File: src/rtl/bcd_pkg.sv
package bcd_pkg;

    localparam int DIGIT_W = 4;

    typedef enum logic [DIGIT_W-1:0] {
        ST_ZERO  = 4'd0,
        ST_ONE   = 4'd1,
        ST_TWO   = 4'd2,
        ST_THREE = 4'd3,
        ST_FOUR  = 4'd4,
        ST_FIVE  = 4'd5,
        ST_SIX   = 4'd6,
        ST_SEVEN = 4'd7,
        ST_EIGHT = 4'd8,
        ST_NINE  = 4'd9
    } dec_state_t;

endpackage

File: src/rtl/jk_flop.sv
module jk_flop (
    input  logic clk,
    input  logic clr,
    input  logic j,
    input  logic k,
    output logic q
);

    always_ff @(posedge clk) begin
        if (clr) begin
            q <= 1'b0;
        end else begin
            unique case ({j, k})
                2'b00:   q <= q;
                2'b01:   q <= 1'b0;
                2'b10:   q <= 1'b1;
                default: q <= ~q;
            endcase
        end
    end

endmodule

File: src/rtl/bcd_excite.sv
module bcd_excite
    import bcd_pkg::*;
(
    input  logic [DIGIT_W-1:0] q,
    input  logic               en,
    output logic [DIGIT_W-1:0] j,
    output logic [DIGIT_W-1:0] k
);

    logic [DIGIT_W-1:0] tog;

    // Toggle pattern that takes each named state to its successor.
    always_comb begin
        unique case (q)
            ST_ZERO:  tog = 4'b0001;
            ST_ONE:   tog = 4'b0011;
            ST_TWO:   tog = 4'b0001;
            ST_THREE: tog = 4'b0111;
            ST_FOUR:  tog = 4'b0001;
            ST_FIVE:  tog = 4'b0011;
            ST_SIX:   tog = 4'b0001;
            ST_SEVEN: tog = 4'b1111;
            ST_EIGHT: tog = 4'b0001;
            ST_NINE:  tog = 4'b1001;
            default:  tog = q;       // codes 10..15: clear every set bit
        endcase
    end

    // A toggle sets a bit that is 0 through J and clears a bit that is 1
    // through K; the unused input of each pair is tied low.
    always_comb begin
        for (int b = 0; b < DIGIT_W; b++) begin
            j[b] = en & tog[b] & ~q[b];
            k[b] = en & tog[b] &  q[b];
        end
    end

endmodule

File: src/rtl/bcd_digit.sv
module bcd_digit
    import bcd_pkg::*;
(
    input  logic               clk,
    input  logic               clr,
    input  logic               en,
    output logic [DIGIT_W-1:0] value,
    output logic               co
);

    logic [DIGIT_W-1:0] j_drv;
    logic [DIGIT_W-1:0] k_drv;
    logic [DIGIT_W-1:0] q;

    bcd_excite u_excite (
        .q  (q),
        .en (en),
        .j  (j_drv),
        .k  (k_drv)
    );

    for (genvar b = 0; b < DIGIT_W; b++) begin : g_bit
        jk_flop u_ff (
            .clk (clk),
            .clr (clr),
            .j   (j_drv[b]),
            .k   (k_drv[b]),
            .q   (q[b])
        );
    end

    assign value = q;

    // Carry decode: depends on state only, never on enable.
    always_comb begin
        unique case (q)
            ST_NINE: co = 1'b1;
            default: co = 1'b0;
        endcase
    end

endmodule

File: src/rtl/bcd_cascade.sv
module bcd_cascade #(
    parameter int DIGITS = 2
) (
    input  logic                  clk,
    input  logic                  clr,
    input  logic                  en,
    output logic [4*DIGITS-1:0]   count,
    output logic [DIGITS-1:0]     carry
);

    localparam int DW = bcd_pkg::DIGIT_W;

    logic [DIGITS:0] chain;

    assign chain[0] = en;

    for (genvar i = 0; i < DIGITS; i++) begin : g_dig
        bcd_digit u_digit (
            .clk   (clk),
            .clr   (clr),
            .en    (chain[i]),
            .value (count[DW*i +: DW]),
            .co    (carry[i])
        );
        assign chain[i+1] = chain[i] & carry[i];
    end

endmodule

File: config.mk
export PLATFORM = sky130hd
export DESIGN_NAME = bcd_cascade
export DESIGN_NICKNAME = d
export VERILOG_FILES = /design/src/rtl/bcd_pkg.sv /design/src/rtl/jk_flop.sv /design/src/rtl/bcd_excite.sv /design/src/rtl/bcd_digit.sv /design/src/rtl/bcd_cascade.sv
export SDC_FILE = /design/constraint.sdc
export NUM_CORES = 1
export LEC_CHECK = 0
export BUFFER_PORTS_ARGS = -buffer_cell sky130_fd_sc_hd__buf_2
export CORE_UTILIZATION = 30
export CTS_BUF_LIST = sky130_fd_sc_hd__clkbuf_8
export CTS_CLUSTER_SIZE = 24
export DETAILED_ROUTE_END_ITERATION = 7
export PLACE_DENSITY = 0.58
export RECOVER_POWER = 50
export SYNTH_ARGS = -nofsm -noshare
export SYNTH_HDL_FRONTEND = slang
export SYNTH_SLANG_ARGS = --single-unit
File: constraint.sdc
create_clock -name clk -period 4.6 [get_ports clk]
set_input_delay 0.92 -clock clk [delete_from_list [all_inputs] [get_ports clk]]
set_output_delay 0.92 -clock clk [all_outputs]
set_load 0.005 [all_outputs]
Word level (Yosys, flattened, before mapping)
Cells that the tools add are included.
{ "op_classes": {"eq_ne": 34, "n_bitwise": 33, "muxes": 12, "n_reduce_logical": 14} }
{ "ops": {"columns": ["op", "count"], "rows": [
  ["$pmux 4 s5", 2],
  ["$eq 4x3->1 const B", 8],
  ["$and 1x1->1", 25],
  ["$pmux 1 s3", 8],
  ["$eq 2x1->1 const B", 8],
  ["$eq 2x2->1 const B", 8],
  ["$eq 4x2->1 const B", 4],
  ["$eq 4x4->1 const B", 4],
  ["$logic_not 2->1", 8],
  ["$reduce_or 5->1", 2],
  ["$eq 4x1->1 const B", 2],
  ["$logic_not 4->1", 2],
  ["$not 1->1", 8],
  ["$reduce_or 2->1", 2],
  ["$mux 1", 2]
]} }
{ "totals": {"ff_bits": 8, "input_bits": 3} }

Depth between registers and ports, before layout
Gate-level depths: netlist of run 1.
{ "logic_depth": {"depth_word": 7, "mapped_depth": 4, "mapped_depth_nobuf": 3} }

Modules after synthesis
A second synthesis of run 1 with hierarchy kept.
{ "unflattened": {"hier_cells": 101, "area_unflattened_um2": 812.0} }
{ "by_module_without_submodules": {"columns": ["module", "cells_per_inst", "n_inst", "area_per_inst_um2"], "rows": [
  ["jk_flop", 9, 8, 76.3],
  ["bcd_excite", 13, 2, 85.1],
  ["bcd_digit", 1, 2, 12.5],
  ["bcd_cascade", 1, 1, 6.3]
]} }

Worst setup path before layout of run 1
OpenSTA, ideal clock, no wires.
{ "synth_timing": {"kind": "register to output", "from": "register g_dig[0].u_digit.g_bit[3].u_ff.q", "to": "output carry[0]", "required_ns": 3.680, "path_buffers": 2, "t_arrival_ns": 1.056, "path_slack_ns": 2.624, "path_stages_with_launch": 5, "path_cell_list": "dfxtp_1 -> or3b_1 -> buf_2 -> nor2_1 -> buf_4"} }
{ "synth_via": {"elab_chain_cells": 2} }
{ "synth_lines": {"columns": ["item", "line", "source"], "rows": [
  ["start, declared", "jk_flop.sv:6", "output logic q"],
  ["start signal, assigned", "jk_flop.sv:14", "2'b00: q <= q;"],
  ["start signal, assigned", "jk_flop.sv:17", "default: q <= ~q;"],
  ["$eq 4x4->1", "bcd_digit.sv:36", "unique case (q)"],
  ["$mux 1", "bcd_digit.sv:36", null],
  ["end, declared", "bcd_cascade.sv:8", "output logic [DIGITS-1:0] carry"]
]} }
Every way passes these cells.

Worst setup path in the final report of run 1
Ends and elaborated chain as after synthesis.

==> results of run 1 <==
## Yosys cell counts (all sizes together)
master / count
nand2b: 2
a21o: 1
a22oi: 1
nand2: 2
a21oi: 7
or4: 3
and4bb: 1
or3b: 1
and4b: 1
nand3b: 1
o21ai: 4
dfxtp: 8
a311oi: 1
nor2: 5
buf: 12
inv: 2
or4b: 1
nor3: 2
nand3: 1
o31ai: 4
## power by group
part,switching (mW),leakage [nW],internal (mW),total (mW)
clock,0.0268,0.0216,0.0566,0.0834
sequential,0.00235,0.0648,0.0709,0.0733
combinational,0.00460,0.120,0.00335,0.00795
total,0.0337,0.207,0.131,0.165
## worst min-delay path, stage by stage, from the launching register on
cell and delay [ns]:
dfxtp_1 0.35, o31ai_1 0.08, a21oi_1 0.06
## kinds of logic after synthesis
group	Yosys count	synth area share, %
and+or+nand+nor	20	25.77
buffers and inverters	14	18.81
DFF	8	32.99
AOI/OAI and AO/OA	18	22.42
## worst max path at each step
| stage | from | to | cells past startpoint | slack (ns) |
|---|---|---|---|---|
| floorplan | g_dig[0].u_digit.g_bit[3].u_ff.q | carry[0] | 4 | 2.62 |
| global placement | g_dig[0].u_digit.g_bit[3].u_ff.q | carry[0] | 3 | 2.58 |
| detailed placement | g_dig[0].u_digit.g_bit[3].u_ff.q | carry[0] | 3 | 2.55 |
| CTS | g_dig[0].u_digit.g_bit[3].u_ff.q | carry[0] | 3 | 2.30 |
| global route | g_dig[0].u_digit.g_bit[3].u_ff.q | carry[0] | 3 | 2.22 |
| finish | g_dig[0].u_digit.g_bit[3].u_ff.q | carry[0] | 3 | 2.31 |
## layout make-up
| cell class | count | area share (%) |
|---|---|---|
| multi-input cells | 38 | 44.84 |
| flip-flops and latches | 8 | 30.70 |
| repair buffers | 12 | 11.27 |
| clock buffers | 3 | 7.914 |
| well taps | 16 | 3.837 |
| inverters | 2 | 1.439 |
## cells in the final DEF (no fill, tap or decap), drive strengths merged
cell type / instances
a21o: 1
a21oi: 7
a22oi: 1
a311oi: 1
and4b: 1
and4bb: 1
buf: 11
clkbuf: 4
dfxtp: 8
inv: 2
nand2: 2
nand2b: 2
nand3: 1
nand3b: 1
nor2: 5
nor3: 2
o21ai: 4
o31ai: 4
or3b: 1
or4: 3
or4b: 1
## per-layer routing
metal | part of all wire [%] | up-vias | routed length [um]
li1 | - | 218 | -
met1 | 47 | 177 | 418
met2 | 45 | 17 | 400
met3 | 8.2 | 0 | 73
met4 | 0 | 0 | 0
met5 | 0 | - | 0
## per-stage QoR
step	std cells	util, %	area, um2	power (mW)	setup WS, ns
3_3_place_gp	76	31.98	481.7	0.08238	2.579
6_report	79	34.63	521.8	0.1646	2.309
2_1_floorplan	60	-	485.5	0.08031	2.624
3_5_place_dp	76	31.98	481.7	0.08272	2.549
5_1_grt	79	34.63	521.8	0.1736	2.222
4_1_cts	79	34.72	523.0	0.1688	2.300
==> metrics.cfg, run 1 <==
[status]
status=complete, no violations

[clock_network]
ctsRootBufferMaster=clkbuf_8
h-tree-depth=1
path_clk_slew_ns=0.04
post_cts_buffers=0
numCtsBuffers=3
ctsResizeCount=0
tritoncts=done
clk_latency_ns=0.23
postCtsHoldBufs=0
clock_sinks=8
cts.path.max_buffers=2

[route]
avgViaCountPerCell=5.215
initialDrtViolationCount=6
vias=412
wl_um=892
post-route-drc-count=0
wl_per_cell_um=11.29
drtPass1Iterations=2
ant_nets=0

[setup_path]
start_kind=register
path_class=register to primary output
worstReg2RegEnd=g_dig[1].u_digit.g_bit[1].u_ff.q
cpPeakStageDelay_ns=0.50
reg2reg_slack_ns=2.99
reg2reg_depth=3
critPathSlowestCell=or3b_1
r2r-start=g_dig[0].u_digit.g_bit[3].u_ff.q
arrival_ns=1.37
crit_fanout=9
crit_path_end_kind=primary output
crit_chain=or3b_1 > nor2_1 > buf_2
cp_top_family=simple AND/OR/NAND/NOR gates
cp.required_ns=3.68
cp.buffers_inverters=1

[synth]
synth_seq_cells=8
yosys_warnings=0
syn_avg_cell_area_um2=8.091
synthesis.instances=60
synthesis.area_um2=485.5
yosysTopAreaCell=dfxtp_1
syn_nets=63
yosysSeqAreaShare_pct=32.99
yosys.cell_types.count=22
yosys.area.top_type_share_pct=32.99
synthTopCellsByArea=dfxtp_1, buf_4, a21oi_1, o31ai_1, or4_1

[floorplanning]
dieWidth_um=42.23
start_util_pct=32.23
rows=14
io_pins=13
core_um2=1506
die-area_um2=1783
dieHeight_um=42.23

[cells_and_area]
top_regs=g_dig.u_digit.g_bit.u_ff.q (8)
nets=68
multi_input_area_um2=234.0
antenna_cells=0
largest_reg_flops=8
nFillCells=167
syn_to_final_growth_pct=7.474
layout-drive-gt1-share_pct=23.81
max_flop_register=g_dig.u_digit.g_bit.u_ff.q
regArea_um2=160.2

[global_routing]
overflow=0
first_global_vias=341
track_usage_pct=11.94
grtUsageMet2_pct=17.54
grt_max_degree=10
grt_antenna_before_repair=0
use_met3_pct=7.759
grt_util_met1_pct=14.13
busiest_layer=met2
grt_pass1_wl_um=1573

[timing]
fin_skew_ns=0.004342
setup_viol=0
relSlewSlack_pct=81.11
drv_slew=0
tns_ns=0
tightestPinTransition_ns=0.2834
hold_viol_final=0
finalCritPeriodShare_pct=49.81
period_needed_ns=2.291
fmax_mhz=436.5
hold_slack_ns=0.5487
rsz0062_at_grt=no

[run]
maxCapViolCount=0

[pwr]
p_leak_nw=0.2068
ir_drop_mv=0.1708
power_density_nw_per_um2=315.6

[hold_path]
hp-class=register to register
min_from=g_dig[1].u_digit.g_bit[2].u_ff.q
hold_end=g_dig[1].u_digit.g_bit[2].u_ff.q
hold_path_depth=2

[placed_design]
numPortBuffers=12
hpwl_um=614.9
finalWeightedCongestion=0.6640

No activity file was read; power rests on OpenSTA's default activity.
==> run 2: changes to the inputs <==
--- a/config.mk
+++ b/config.mk
@@ -10,7 +10,7 @@
 export CTS_BUF_LIST = sky130_fd_sc_hd__clkbuf_8
 export CTS_CLUSTER_SIZE = 24
 export DETAILED_ROUTE_END_ITERATION = 7
-export PLACE_DENSITY = 0.58
+export PLACE_DENSITY = 0.6
 export RECOVER_POWER = 50
 export SYNTH_ARGS = -nofsm -noshare
 export SYNTH_HDL_FRONTEND = slang
==> constraint.sdc (replaced) <==
create_clock -name clk -period 2.1 [get_ports clk]
set_input_delay 0.42 -clock clk [delete_from_list [all_inputs] [get_ports clk]]
set_output_delay 0.42 -clock clk [all_outputs]
set_load 0.005 [all_outputs]
==> run 2 against run 1 <==
  * Sequential share of layout area decreased by 0.073 points
  * Hold slack got worse by 0.075 ns
  * The run now ends with DRC left
  * Die area unchanged
  * Cell count unchanged
  * Clock skew decreased by 0.0024 ns
  * Routed wire length decreased by 0.34%
  * First-iteration DRC count increased by 50%
  * Critical path type unchanged
  * Utilization increased by 0.083 points
  * Via count increased by 0.73%
  * Setup slack got worse by 2.0 ns
  * Power increased by 120%
==> metrics.cfg, run 2 (same netlist as run 1, synthesis figures left out) <==
[status]
status=finished, violations left
violations=DRC

[clock_network]
path_clk_slew_ns=0.04
postCtsHoldBufs=0
h-tree-depth=1
numCtsBuffers=3
clk_latency_ns=0.23
clock_sinks=8
tritoncts=done
ctsResizeCount=0
ctsRootBufferMaster=clkbuf_8
post_cts_buffers=0
cts.path.max_buffers=2

[route]
vias=415
ant_nets=0
wl_per_cell_um=11.25
wl_um=889
avgViaCountPerCell=5.253
initialDrtViolationCount=9
drtPass1Iterations=6
post-route-drc-count=1

[timing]
fin_skew_ns=0.001959
drv_slew=0
hold_viol_final=0
rsz0062_at_grt=no
hold_slack_ns=0.4739
relSlewSlack_pct=82.95
finalCritPeriodShare_pct=87.13
fmax_mhz=546.5
tightestPinTransition_ns=0.2554
period_needed_ns=1.830
setup_viol=0
tns_ns=0

[setup_path]
cp.required_ns=1.68
path_depth=3
crit_fanout=9
start_kind=register
crit_chain=or3b_1 > nor2_1 > buf_2
cp.buffers_inverters=1
reg2reg_depth=3
path_class=register to primary output
cpPeakStageDelay_ns=0.50
arrival_ns=1.41
crit_path_end_kind=primary output
cp_top_family=simple AND/OR/NAND/NOR gates
critPathSlowestCell=or3b_1

[cells_and_area]
max_flop_register=g_dig.u_digit.g_bit.u_ff.q
layout-drive-gt1-share_pct=25.40
largest_reg_flops=8
nets=68
syn_to_final_growth_pct=7.732
layout.cells.most_common_list=buf_2, dfxtp_1, a21oi_1
layout_commonest_cell=buf_2
top_regs=g_dig.u_digit.g_bit.u_ff.q (8)
antenna_cells=0
nFillCells=167

[floorplanning]
dieHeight_um=42.23
core_um2=1506
start_util_pct=32.23
rows=14
io_pins=13
die-area_um2=1783
dieWidth_um=42.23

[global_routing]
grt_max_degree=10
overflow=0
grt_antenna_before_repair=0
track_usage_pct=10.96
grt_pass1_wl_um=1407
first_global_vias=308

[pwr]
power_mw=0.3601
ir_drop_mv=0.3571
p_leak_nw=0.2096
power_density_nw_per_um2=688.6

[placed_design]
finalWeightedCongestion=0.6929
numPortBuffers=12

[hold_path]
hp-class=primary input to register
hold_path_depth=2

[run]
maxCapViolCount=0

==> run 2: cell count changes in the layout (fill, tap and decap cells not counted) <==
| cell | delta |
|---|---|
| clkbuf_1 | -1 |
| buf_2 | +1 |
==> run 2: worst paths after layout <==
| path | startpoint | end | slack (ns) |
|---|---|---|---|
| worst max-delay path | g_dig[0].u_digit.g_bit[3].u_ff.q | carry[0] | 0.27 |
| worst min-delay path | clr | g_dig[1].u_digit.g_bit[1].u_ff.q | 0.47 |
| worst max register to register | g_dig[0].u_digit.g_bit[3].u_ff.q | g_dig[1].u_digit.g_bit[1].u_ff.q | 0.48 |
| worst min register to register | g_dig[1].u_digit.g_bit[2].u_ff.q | g_dig[1].u_digit.g_bit[2].u_ff.q | 0.54 |
==> run 2: metrics by stage <==
| step | utilization (%) | cells | area, um2 | setup WS [ns] |
|---|---|---|---|---|
| floorplan | - | 60 | 485.5 | 0.5757 |
| global placement | 31.98 | 76 | 481.7 | 0.5364 |
| detailed placement | 31.98 | 76 | 481.7 | 0.4918 |
| CTS | 34.72 | 79 | 523.0 | 0.2690 |
| global route | 34.72 | 79 | 523.0 | 0.1708 |
| finish | 34.72 | 79 | 523.0 | 0.2703 |
==> run 2: cell type report <==
type	count	area, um2	area share [%]
well taps	16	20.02	3.828
clock buffers	3	41.29	7.895
multi-input cells	38	234.0	44.74
inverters	2	7.507	1.435
repair buffers	12	60.06	11.48
flip-flops and latches	8	160.2	30.62
==> run 2: layer usage <==
metal  wire [um]  up-vias  global-route usage [%]
met5           0        -                       0
met2         377       14                   14.77
met3          61        0                   7.759
met1         449      185                   13.60
met4           0        0                   3.750
li1            -      216                       -
==> run 2: worst register-to-register path: stages (launching register included) <==
cell and delay, ns:
dfxtp_1 0.42, or3b_1 0.50, or4_1 0.50, a21oi_1 0.14
==> run 2: power breakdown <==
part	total [mW]	switching, mW	internal [mW]
Combinational	0.0178	0.0102	0.00763
Sequential	0.161	0.00515	0.155
Clock	0.182	0.0579	0.124
